[config.mk]
export PLATFORM = sky130hd
export DESIGN_NAME = audio_clkdir_ctrl
export DESIGN_NICKNAME = d
export VERILOG_FILES = /design/src/rtl/acd_pkg.sv /design/src/rtl/acd_sync.sv /design/src/rtl/acd_bclk_div.sv /design/src/rtl/acd_frame_div.sv /design/src/rtl/audio_clkdir_ctrl.sv
export SDC_FILE = /design/constraint.sdc
export NUM_CORES = 1
export LEC_CHECK = 0
export ABC_AREA = 1
export BUFFER_PORTS_ARGS = -buffer_cell sky130_fd_sc_hd__clkbuf_2
export CAP_MARGIN = 10
export CELL_PAD_IN_SITES_DETAIL_PLACEMENT = 0
export CELL_PAD_IN_SITES_GLOBAL_PLACEMENT = 1
export CORE_MARGIN = 10
export CORE_UTILIZATION = 49
export DETAILED_ROUTE_END_ITERATION = 10
export PLACE_DENSITY_LB_ADDON = 0.1
export SLEW_MARGIN = 20
export SYNTH_ARGS = -nofsm -noshare
export SYNTH_HDL_FRONTEND = slang
export SYNTH_SLANG_ARGS = --single-unit
export TNS_END_PERCENT = 50
[constraint.sdc]
create_clock -name clk_sys -period 9.4 [get_ports clk_sys]
set_input_delay 0.47 -clock clk_sys [delete_from_list [all_inputs] [get_ports clk_sys]]
set_output_delay 0.47 -clock clk_sys [all_outputs]
set_load 0.01 [all_outputs]
[src/rtl/acd_pkg.sv]
package acd_pkg;
  // Which clock is acting as the effective bit clock
  typedef enum logic [1:0] {
    SRC_DIV  = 2'd0,
    SRC_PAD  = 2'd1,
    SRC_MCLK = 2'd2
  } bclk_src_e;
endpackage

[src/rtl/acd_sync.sv]
module acd_sync #(
  parameter int W      = 1,
  parameter int STAGES = 2
) (
  input  logic         clk,
  input  logic         rst_n,
  input  logic [W-1:0] async_i,
  output logic [W-1:0] level_o
);
  logic [STAGES-1:0][W-1:0] chain_q;
  logic [STAGES-1:0][W-1:0] chain_d;

  always_comb begin
    chain_d[0] = async_i;
    for (int s = 1; s < STAGES; s++) chain_d[s] = chain_q[s-1];
  end

  always_ff @(posedge clk or negedge rst_n) begin
    if (!rst_n) chain_q <= '0;
    else        chain_q <= chain_d;
  end

  assign level_o = chain_q[STAGES-1];
endmodule

[src/rtl/acd_bclk_div.sv]
module acd_bclk_div #(
  parameter int DIV_W = 8
) (
  input  logic             clk,
  input  logic             rst_n,
  input  logic             en_i,
  input  logic [DIV_W-1:0] div_i,
  output logic             lvl_o,
  output logic             bypass_o,
  output logic             fall_o
);
  localparam logic [DIV_W-1:0] ONE = DIV_W'(1);
  localparam logic [DIV_W-1:0] TWO = DIV_W'(2);

  function automatic logic [DIV_W-1:0] last_of(input logic [DIV_W-1:0] d);
    return (d < TWO) ? '0 : d - ONE;
  endfunction

  function automatic logic [DIV_W-1:0] high_of(input logic [DIV_W-1:0] d);
    return (d < TWO) ? ONE : d - (d >> 1);
  endfunction

  logic [DIV_W-1:0] cnt_q, cnt_d;
  logic [DIV_W-1:0] div_q, div_d;
  logic             lvl_q, lvl_d;

  always_comb begin
    div_d = div_q;
    cnt_d = cnt_q;
    lvl_d = lvl_q;
    if (!en_i) begin
      // Park at the last count so the first enabled cycle starts a full high phase
      div_d = div_i;
      cnt_d = last_of(div_i);
      lvl_d = 1'b0;
    end else if (cnt_q == last_of(div_q)) begin
      div_d = div_i;
      cnt_d = '0;
      lvl_d = 1'b1;
    end else begin
      cnt_d = cnt_q + ONE;
      lvl_d = (cnt_d < high_of(div_q));
    end
  end

  always_ff @(posedge clk or negedge rst_n) begin
    if (!rst_n) begin
      div_q <= '0;
      cnt_q <= '0;
      lvl_q <= 1'b0;
    end else begin
      div_q <= div_d;
      cnt_q <= cnt_d;
      lvl_q <= lvl_d;
    end
  end

  assign bypass_o = (div_q < TWO);
  assign lvl_o    = lvl_q;
  assign fall_o   = en_i & (bypass_o | (lvl_q & ~lvl_d));

  AST_BCLK_IDLE_LOW: assert property (@(posedge clk) disable iff (!rst_n)
    !en_i |=> !lvl_o);
  AST_BCLK_FALL_LOW: assert property (@(posedge clk) disable iff (!rst_n)
    (fall_o && !bypass_o) |=> !lvl_o);
endmodule

[src/rtl/acd_frame_div.sv]
module acd_frame_div #(
  parameter int RATE_W = 11
) (
  input  logic              clk,
  input  logic              rst_n,
  input  logic              en_i,
  input  logic              restart_i,
  input  logic              tick_i,
  input  logic [RATE_W-1:0] rate_i,
  output logic              lvl_o
);
  localparam logic [RATE_W-1:0] ONE = RATE_W'(1);
  localparam logic [RATE_W-1:0] TWO = RATE_W'(2);

  function automatic logic [RATE_W-1:0] clamp(input logic [RATE_W-1:0] r);
    return (r < TWO) ? TWO : r;
  endfunction

  logic [RATE_W-1:0] cnt_q, cnt_d;
  logic [RATE_W-1:0] rate_q, rate_d;
  logic              lvl_q, lvl_d;

  always_comb begin
    rate_d = rate_q;
    cnt_d  = cnt_q;
    lvl_d  = lvl_q;
    if (!en_i || restart_i) begin
      rate_d = clamp(rate_i);
      cnt_d  = rate_d - ONE;
      lvl_d  = 1'b0;
    end else if (tick_i) begin
      if (cnt_q == rate_q - ONE) begin
        rate_d = clamp(rate_i);
        cnt_d  = '0;
        lvl_d  = 1'b1;
      end else begin
        cnt_d = cnt_q + ONE;
        lvl_d = (cnt_d < (rate_q >> 1));
      end
    end
  end

  always_ff @(posedge clk or negedge rst_n) begin
    if (!rst_n) begin
      rate_q <= TWO;
      cnt_q  <= ONE;
      lvl_q  <= 1'b0;
    end else begin
      rate_q <= rate_d;
      cnt_q  <= cnt_d;
      lvl_q  <= lvl_d;
    end
  end

  assign lvl_o = lvl_q;

  AST_FRM_TICK_ONLY: assert property (@(posedge clk) disable iff (!rst_n)
    (en_i && !restart_i && !tick_i) |=> $stable(lvl_o));
  AST_FRM_IDLE_LOW: assert property (@(posedge clk) disable iff (!rst_n)
    !en_i |=> !lvl_o);
endmodule

[src/rtl/audio_clkdir_ctrl.sv]
module audio_clkdir_ctrl
  import acd_pkg::*;
#(
  parameter int DIV_W       = 8,
  parameter int RATE_W      = 11,
  parameter int FUNC_W      = 4,
  parameter int FUNC_BCLK   = 1,
  parameter int SYNC_STAGES = 2
) (
  input  logic              clk_sys,
  input  logic              rst_n,
  input  logic              mclk_i,
  input  logic              bclk_pad_i,
  input  logic              frm_pad_i,
  input  logic [FUNC_W-1:0] pin_func_i,
  input  logic              bclk_dir_i,
  input  logic              frm_dir_i,
  input  logic [DIV_W-1:0]  bclk_div_i,
  input  logic [RATE_W-1:0] frm_rate_i,
  output logic              bclk_pad_o,
  output logic              bclk_pad_oe,
  output logic              frm_pad_o,
  output logic              frm_pad_oe,
  output logic              bclk_int_o,
  output logic              frm_int_o
);
  localparam logic [FUNC_W-1:0] FUNC_BCLK_V = FUNC_W'(FUNC_BCLK);

  // ---------------- configuration capture ----------------
  logic              bdir_q, fdir_q;
  logic [FUNC_W-1:0] func_q;
  logic [DIV_W-1:0]  div_q;
  logic [RATE_W-1:0] rate_q;
  logic              cfg_en;

  assign cfg_en = 1'b1;

  always_ff @(posedge clk_sys or negedge rst_n) begin
    if (!rst_n) begin
      bdir_q <= 1'b0;
      fdir_q <= 1'b0;
      func_q <= FUNC_BCLK_V;
      div_q  <= '0;
      rate_q <= '0;
    end else if (cfg_en) begin
      bdir_q <= bclk_dir_i;
      fdir_q <= frm_dir_i;
      func_q <= pin_func_i;
      div_q  <= bclk_div_i;
      rate_q <= frm_rate_i;
    end
  end

  logic pin_is_bclk;
  assign pin_is_bclk = (func_q == FUNC_BCLK_V);

  // ---------------- external clock sampling ----------------
  logic [2:0] sync_lvl;

  acd_sync #(.W(3), .STAGES(SYNC_STAGES)) u_sync (
    .clk     (clk_sys),
    .rst_n   (rst_n),
    .async_i ({mclk_i, bclk_pad_i, frm_pad_i}),
    .level_o (sync_lvl)
  );

  logic ext_lvl, ext_prev_q, ext_fall;
  assign ext_lvl  = pin_is_bclk ? sync_lvl[1] : sync_lvl[2];
  assign ext_fall = ext_prev_q & ~ext_lvl;

  always_ff @(posedge clk_sys or negedge rst_n) begin
    if (!rst_n) ext_prev_q <= 1'b0;
    else        ext_prev_q <= ext_lvl;
  end

  // ---------------- bit clock generation ----------------
  logic div_lvl, div_byp, div_fall, bclk_gen;

  acd_bclk_div #(.DIV_W(DIV_W)) u_bdiv (
    .clk      (clk_sys),
    .rst_n    (rst_n),
    .en_i     (bdir_q),
    .div_i    (div_q),
    .lvl_o    (div_lvl),
    .bypass_o (div_byp),
    .fall_o   (div_fall)
  );

  assign bclk_gen = bdir_q & (div_byp ? clk_sys : div_lvl);

  // ---------------- effective bit clock select ----------------
  bclk_src_e src_sel, src_q;
  logic      src_chg, bclk_tick;

  always_comb begin
    if (bdir_q)           src_sel = SRC_DIV;
    else if (pin_is_bclk) src_sel = SRC_PAD;
    else                  src_sel = SRC_MCLK;
  end

  always_ff @(posedge clk_sys or negedge rst_n) begin
    if (!rst_n) src_q <= SRC_PAD;
    else        src_q <= src_sel;
  end

  assign src_chg   = (src_sel != src_q);
  assign bclk_tick = (src_sel == SRC_DIV) ? div_fall : ext_fall;

  // ---------------- frame clock generation ----------------
  logic frm_lvl;

  acd_frame_div #(.RATE_W(RATE_W)) u_fdiv (
    .clk       (clk_sys),
    .rst_n     (rst_n),
    .en_i      (fdir_q),
    .restart_i (src_chg),
    .tick_i    (bclk_tick),
    .rate_i    (rate_q),
    .lvl_o     (frm_lvl)
  );

  // ---------------- outputs ----------------
  assign bclk_pad_o  = bclk_gen;
  assign bclk_pad_oe = bdir_q & pin_is_bclk;
  assign frm_pad_o   = frm_lvl;
  assign frm_pad_oe  = fdir_q;
  assign bclk_int_o  = bdir_q ? bclk_gen : ext_lvl;
  assign frm_int_o   = fdir_q ? frm_lvl : sync_lvl[0];

  // ---------------- checks ----------------
  logic [1:0] live_q;
  always_ff @(posedge clk_sys or negedge rst_n) begin
    if (!rst_n)              live_q <= 2'd0;
    else if (live_q != 2'd3) live_q <= live_q + 2'd1;
  end

  AST_BCLK_OE_CFG: assert property (@(posedge clk_sys) disable iff (!rst_n)
    (live_q != 2'd0) |-> bclk_pad_oe == $past(bclk_dir_i && (pin_func_i == FUNC_BCLK_V)));
  AST_FRM_OE_CFG: assert property (@(posedge clk_sys) disable iff (!rst_n)
    (live_q != 2'd0) |-> frm_pad_oe == $past(frm_dir_i));

  generate
    if (SYNC_STAGES == 2) begin : g_sync_chk
      AST_FRM_SLAVE_FOLLOW: assert property (@(posedge clk_sys) disable iff (!rst_n)
        (live_q >= 2'd2 && !frm_pad_oe) |-> frm_int_o == $past(frm_pad_i, 2));
    end
  endgenerate
endmodule

; Yosys cells after proc, flatten, opt, wreduce, memory -nomap -nowiden
; Cells that the tools add are included.
[word_totals]
reg_bits = 74
word_cells = 72
[classes]
add_sub_neg = 7
magnitude_cmp = 5
n_eq_ne = 5
n_mux = 26
bitwise = 8
reduce_logical = 6
[op_table]
columns = op, n
row1 = $mux W11, 7
row2 = $mux W8, 7
row3 = $sub A11 B1 Y11 const B, 2
row4 = $lt A8 B2 Y1 const B, 2
row5 = $sub A8 B1 Y8 const B, 2
row6 = $add A11 B1 Y11 const B, 1
row7 = $eq A11 B11 Y1, 1
row8 = $lt A11 B10 Y1, 1
row9 = $lt A11 B2 Y1 const B, 1
row10 = $mux W1, 10
row11 = $add A8 B1 Y8 const B, 1
row12 = $eq A8 B8 Y1, 1
row13 = $lt A8 B8 Y1, 1
row14 = $sub A8 B7 Y8, 1
row15 = $and A1 B1 Y1, 5
row16 = $eq A4 B1 Y1 const B, 1
row17 = $mux W2, 2
row18 = $reduce_bool A2 Y1, 2
row19 = $logic_not A2 Y1, 1
row20 = $ne A2 B1 Y1 const B, 1
row21 = $ne A2 B2 Y1, 1
row22 = $not A1 Y1, 2
row23 = $reduce_and A2 Y1, 1
row24 = $logic_not A1 Y1, 1
row25 = 2 further kinds, 2

; Logic depth before layout (Yosys ltp)
[logic_depth]
ltp_word = 12
mapped_depth = 26
ltp_nobuf = 25

; Cells and area by module
; Synthesis repeated with hierarchy kept, for this count alone.
[hier_totals]
cells_unflattened = 666
area_unflattened_um2 = 5072.4
[by_module_without_submodules]
columns = module, n_inst, cells_each, area_per_inst_um2
row1 = acd_frame_div, 1, 342, 2149.6
row2 = acd_bclk_div, 1, 256, 1895.6
row3 = audio_clkdir_ctrl, 1, 62, 877.1
row4 = acd_sync, 1, 6, 150.1

==> results.txt <==
----------------------------------------------------
[Global route]
  GRT Residual Overflow ... 0
  Total routing usage reported by global routing ... 16.3%
  Global-route wire length before repair ... 18.7 mm
  Initial antenna violation count ... 0
  Largest net degree at the start of global routing ... 75
  Vias in the first global route ... 3959

[Pwr]
  Worst vdd rail ir drop ... 0.000161 V
  Comb power frac ... 29.6%
  Switching share of power ... 35.0%
  Final total power ... 1.09 mW
  Sequential share of power ... 36.8%
  Total power per unit cell area ... 202 nW/um2
  Switch Pwr ... 0.383 mW
  Leakage power of the design ... 2.84 nW
  Clock power share ... 33.6%
  Cell internal pwr ... 0.711 mW

[Clocking]
  Clk slew on worst S/H paths ... 0.07 ns
  Setup fix buffers added after clock tree synthesis ... 0
  Number of buffers added to fix hold violations after cts ... 0
  TritonCTS clock tree ... built
  Insertion delay of the later-clocked pin in the worst-skew pair ... 0.46 ns
  Post-CTS resize count ... 0

[Synthesis]
  Synth top area cells ... dfrtp_1 37%, nand2_1 13%, ha_1 10%, inv_1 6.0%, nand3_1 5.8%
  Number of distinct standard cells referenced by the synthesized netlist ... 39
  Synth top area share ... 36.5%
  Number of flops mapped to enable cells by yosys ... 0
  Synth Area per Inst ... 7.74 um2
  Biggest area consumer among synthesized cells ... dfrtp_1
  Async set-reset flop share out of synthesis ... 100%
  Cell with the most instances after synthesis ... nand2_1
  Synth top cells by count ... 170 x nand2_1, 77 x inv_1, 70 x dfrtp_1
  Synthesized instance count ... 620
  Post-synthesis sequential area ratio ... 38.7%
  Post-synth net total ... 690
  Syn Std Cell Area ... 4800 um2
  Top FF cell, synth ... dfrtp_1
  Flops & latches, synth ... 74
  Synth Warn # ... 0

[STA]
  Count of final setup violators ... 0
  Clk_skew ... 0.00770 ns
  Slew at the pin with the worst max-slew slack ... 0.901 ns
  Max-slew violation total from the final report ... 0
  Setup repair after global routing missed its margin ... false
  Remaining max-slew budget at the tightest pin ... 39.4%
  Aggregate negative setup slack ... 0 ns
  Final hold violation count ... 0
  Worst Hold Margin ... 0.0974 ns

[Drt]
  Met3 layer wire length in the routed design ... 683 um
  Total length of routed met2 wires ... 4.21 mm
  DRC Markers ... 0
  Via count ... 4019
  Final ANT Viol Nets ... 0
  Wire length after detailed routing ... 11.0 mm
  Highest metal layer with signal wires ... met4
  Iteration-0 DRC count of the detailed router ... 297
  Met1 wire length ... 6.00 mm
  Count of TritonRoute iterations in the first routing pass ... 5
  Via density per instance ... 5.02
  Detailed-route wire length per cell ... 13.8 um

[Critical path]
  Most frequent CP cell ... clkbuf_8
  CP Launch Type ... clock port
  Critical R2R Launch ... u_bdiv.div_q[0]
  Cell chain of the critical path ... clkbuf_8 -> clkbuf_8 -> clkbuf_8 -> clkbuf_8 -> clkbuf_8 -> clkbuf_8 -> nor2_1 -> clkbuf_8 -> clkbuf_8 -> o22ai_1 -> clkbuf_2
  Worst Reg2Reg Path Length in Cells ... 24
  Critical Path Max Stage Delay ... 0.17 ns
  Kind of capture point of the worst setup path ... output port
  Worst endpoint data arrival time ... 6.07 ns
  Required @ worst endpoint ... 8.93 ns
  Maximum net fanout on the critical path ... 2
  Source of the critical timing path ... clk_sys
  WS Path Type ... clk -> out
  Register-to-register setup slack ... 5.86 ns
  Slowest stage cell, crit path ... clkbuf_8
  Endpoint of the lowest-slack register-to-register path ... u_fdiv.cnt_q[1]

[Placement]
  Routability congestion estimate from global placement ... 0.830
  Input/output buffers ... 35
  Post-detail-place hpwl ... 8.65 mm

[Finish]
  Post-Route Utilization ... 56.1%
  Layout filler cell count ... 938
  Area growth, synth to finish ... 12.7%
  Fraction of final layout cells sized beyond drive strength 1 ... 12.4%
  Area occupied by registers ... 1860 um2
  Area taken by multi-input logic gates ... 2550 um2
  Final nets ... 732
  # diodes ... 0

[Worst hold path]
  Path category of the worst min-delay check ... in -> reg
  Number of instances on the worst hold path ... 1
  Min-Delay Endpoint ... func_q[0]
  Min-delay src ... pin_func_i[0]

[Die]
  Horiz. Die Dim ... 119 um
  Full die area ... 14200 um2
  Std-Cell Core Area ... 9640 um2
  Starting utilization of the core area ... 49.8%
  Count of standard-cell rows ... 36
  Number of primary I/O pins ... 36
  Die height ... 119 um

[Status]
  Result of the run ... complete, no violations

[Run]
  Number of maximum-capacitance constraint violations ... 0

----------------------------------------------------
-- worst max-delay path: cells and delay by family --
family                 cells  cell delay, ns
AOI/OAI and AO/OA          1            0.09
buffers and inverters      9            1.15
and+or+nand+nor            1            0.14
-- registers in the layout (all words and copies together) (netlist names), 3 cells and up --
name and cells:
u_sync.chain_d 3, div_q 8, u_sync.level_o 3, rate_q 11
u_bdiv.div_q 8, u_bdiv.cnt_q 8, func_q 4, u_fdiv.rate_q 11
u_fdiv.cnt_q 11
-- kinds of logic (layout without fill, tap and decap cells) --
group,count (synthesis),in the layout,synth area share [%]
muxes,1,1,0.235
AOI/OAI and AO/OA,62,62,7.25
DFF,74,74,38.7
buffers and inverters,94,142,8.19
adders and majority gates,40,40,10.6
and+or+nand+nor,315,315,28.6
xor gates and xnor gates,34,34,6.49
-- metrics by stage --
stage	std cells	setup WS (ns)	area, um2
finish	801	2.86	5410
CTS	801	2.84	5410
global placement	774	3.89	5050
global route	801	2.82	5410
floorplan	620	3.99	4800
detailed placement	774	3.89	5050
-- power by group through the flow --
stage               Sequential, mW  Clock [mW]  Combinational [mW]
detailed placement           0.408     0.00515               0.322
global route                 0.409       0.394               0.378
CTS                          0.402       0.377               0.325
floorplan                    0.391     0.00334               0.256
global placement             0.407     0.00515               0.313
finish                       0.403       0.368               0.324
-- routing by layer --
| metal | vias up | GRT usage (%) |
|---|---|---|
| met5 | - | 0 |
| met4 | 0 | 7.02 |
| met3 | 16 | 4.25 |
| met2 | 108 | 21.2 |
| met1 | 1823 | 24.5 |
| li1 | 2072 | - |
-- layout make-up --
class                           instances  area share [%]
Clock inverter                          6            1.67
Tap cell                              133            3.08
Multi-Input combinational cell        452            47.1
Inverter                               80            5.55
Sequential cell                        74            34.3
Timing Repair Buffer                   33            3.10
Clock buffer                           23            5.16
-- cells in the final DEF, fill, tap and decap left out, drive strengths merged, types with 2 or more instances in the layout --
cell type	Yosys	layout
nor3	5	5
xor2	24	24
clkinv	0	2
clkbuf	4	55
xnor2	9	9
o21bai	2	2
nand3b	5	5
a211oi	2	2
o32ai	2	2
nand3	59	59
nor2	54	54
bufinv	0	2
ha	39	39
o22ai	5	5
dfrtp	70	70
nand2	176	176
o21ai	28	28
nand4	11	11
a21oi	18	18
or2	4	4
dfstp	4	4
inv	80	81
-- worst max-delay path by stage --
| stage | slack (ns) | end | depth (start not counted) |
|---|---|---|---|
| CTS | 2.84 | bclk_int_o | 11 |
| global route | 2.82 | bclk_int_o | 11 |
| finish | 2.86 | bclk_int_o | 11 |
| floorplan | 3.99 | bclk_int_o | 2 |
| global placement | 3.89 | bclk_int_o | 3 |
| detailed placement | 3.89 | bclk_int_o | 3 |
(Power assumes the default switching activity.)
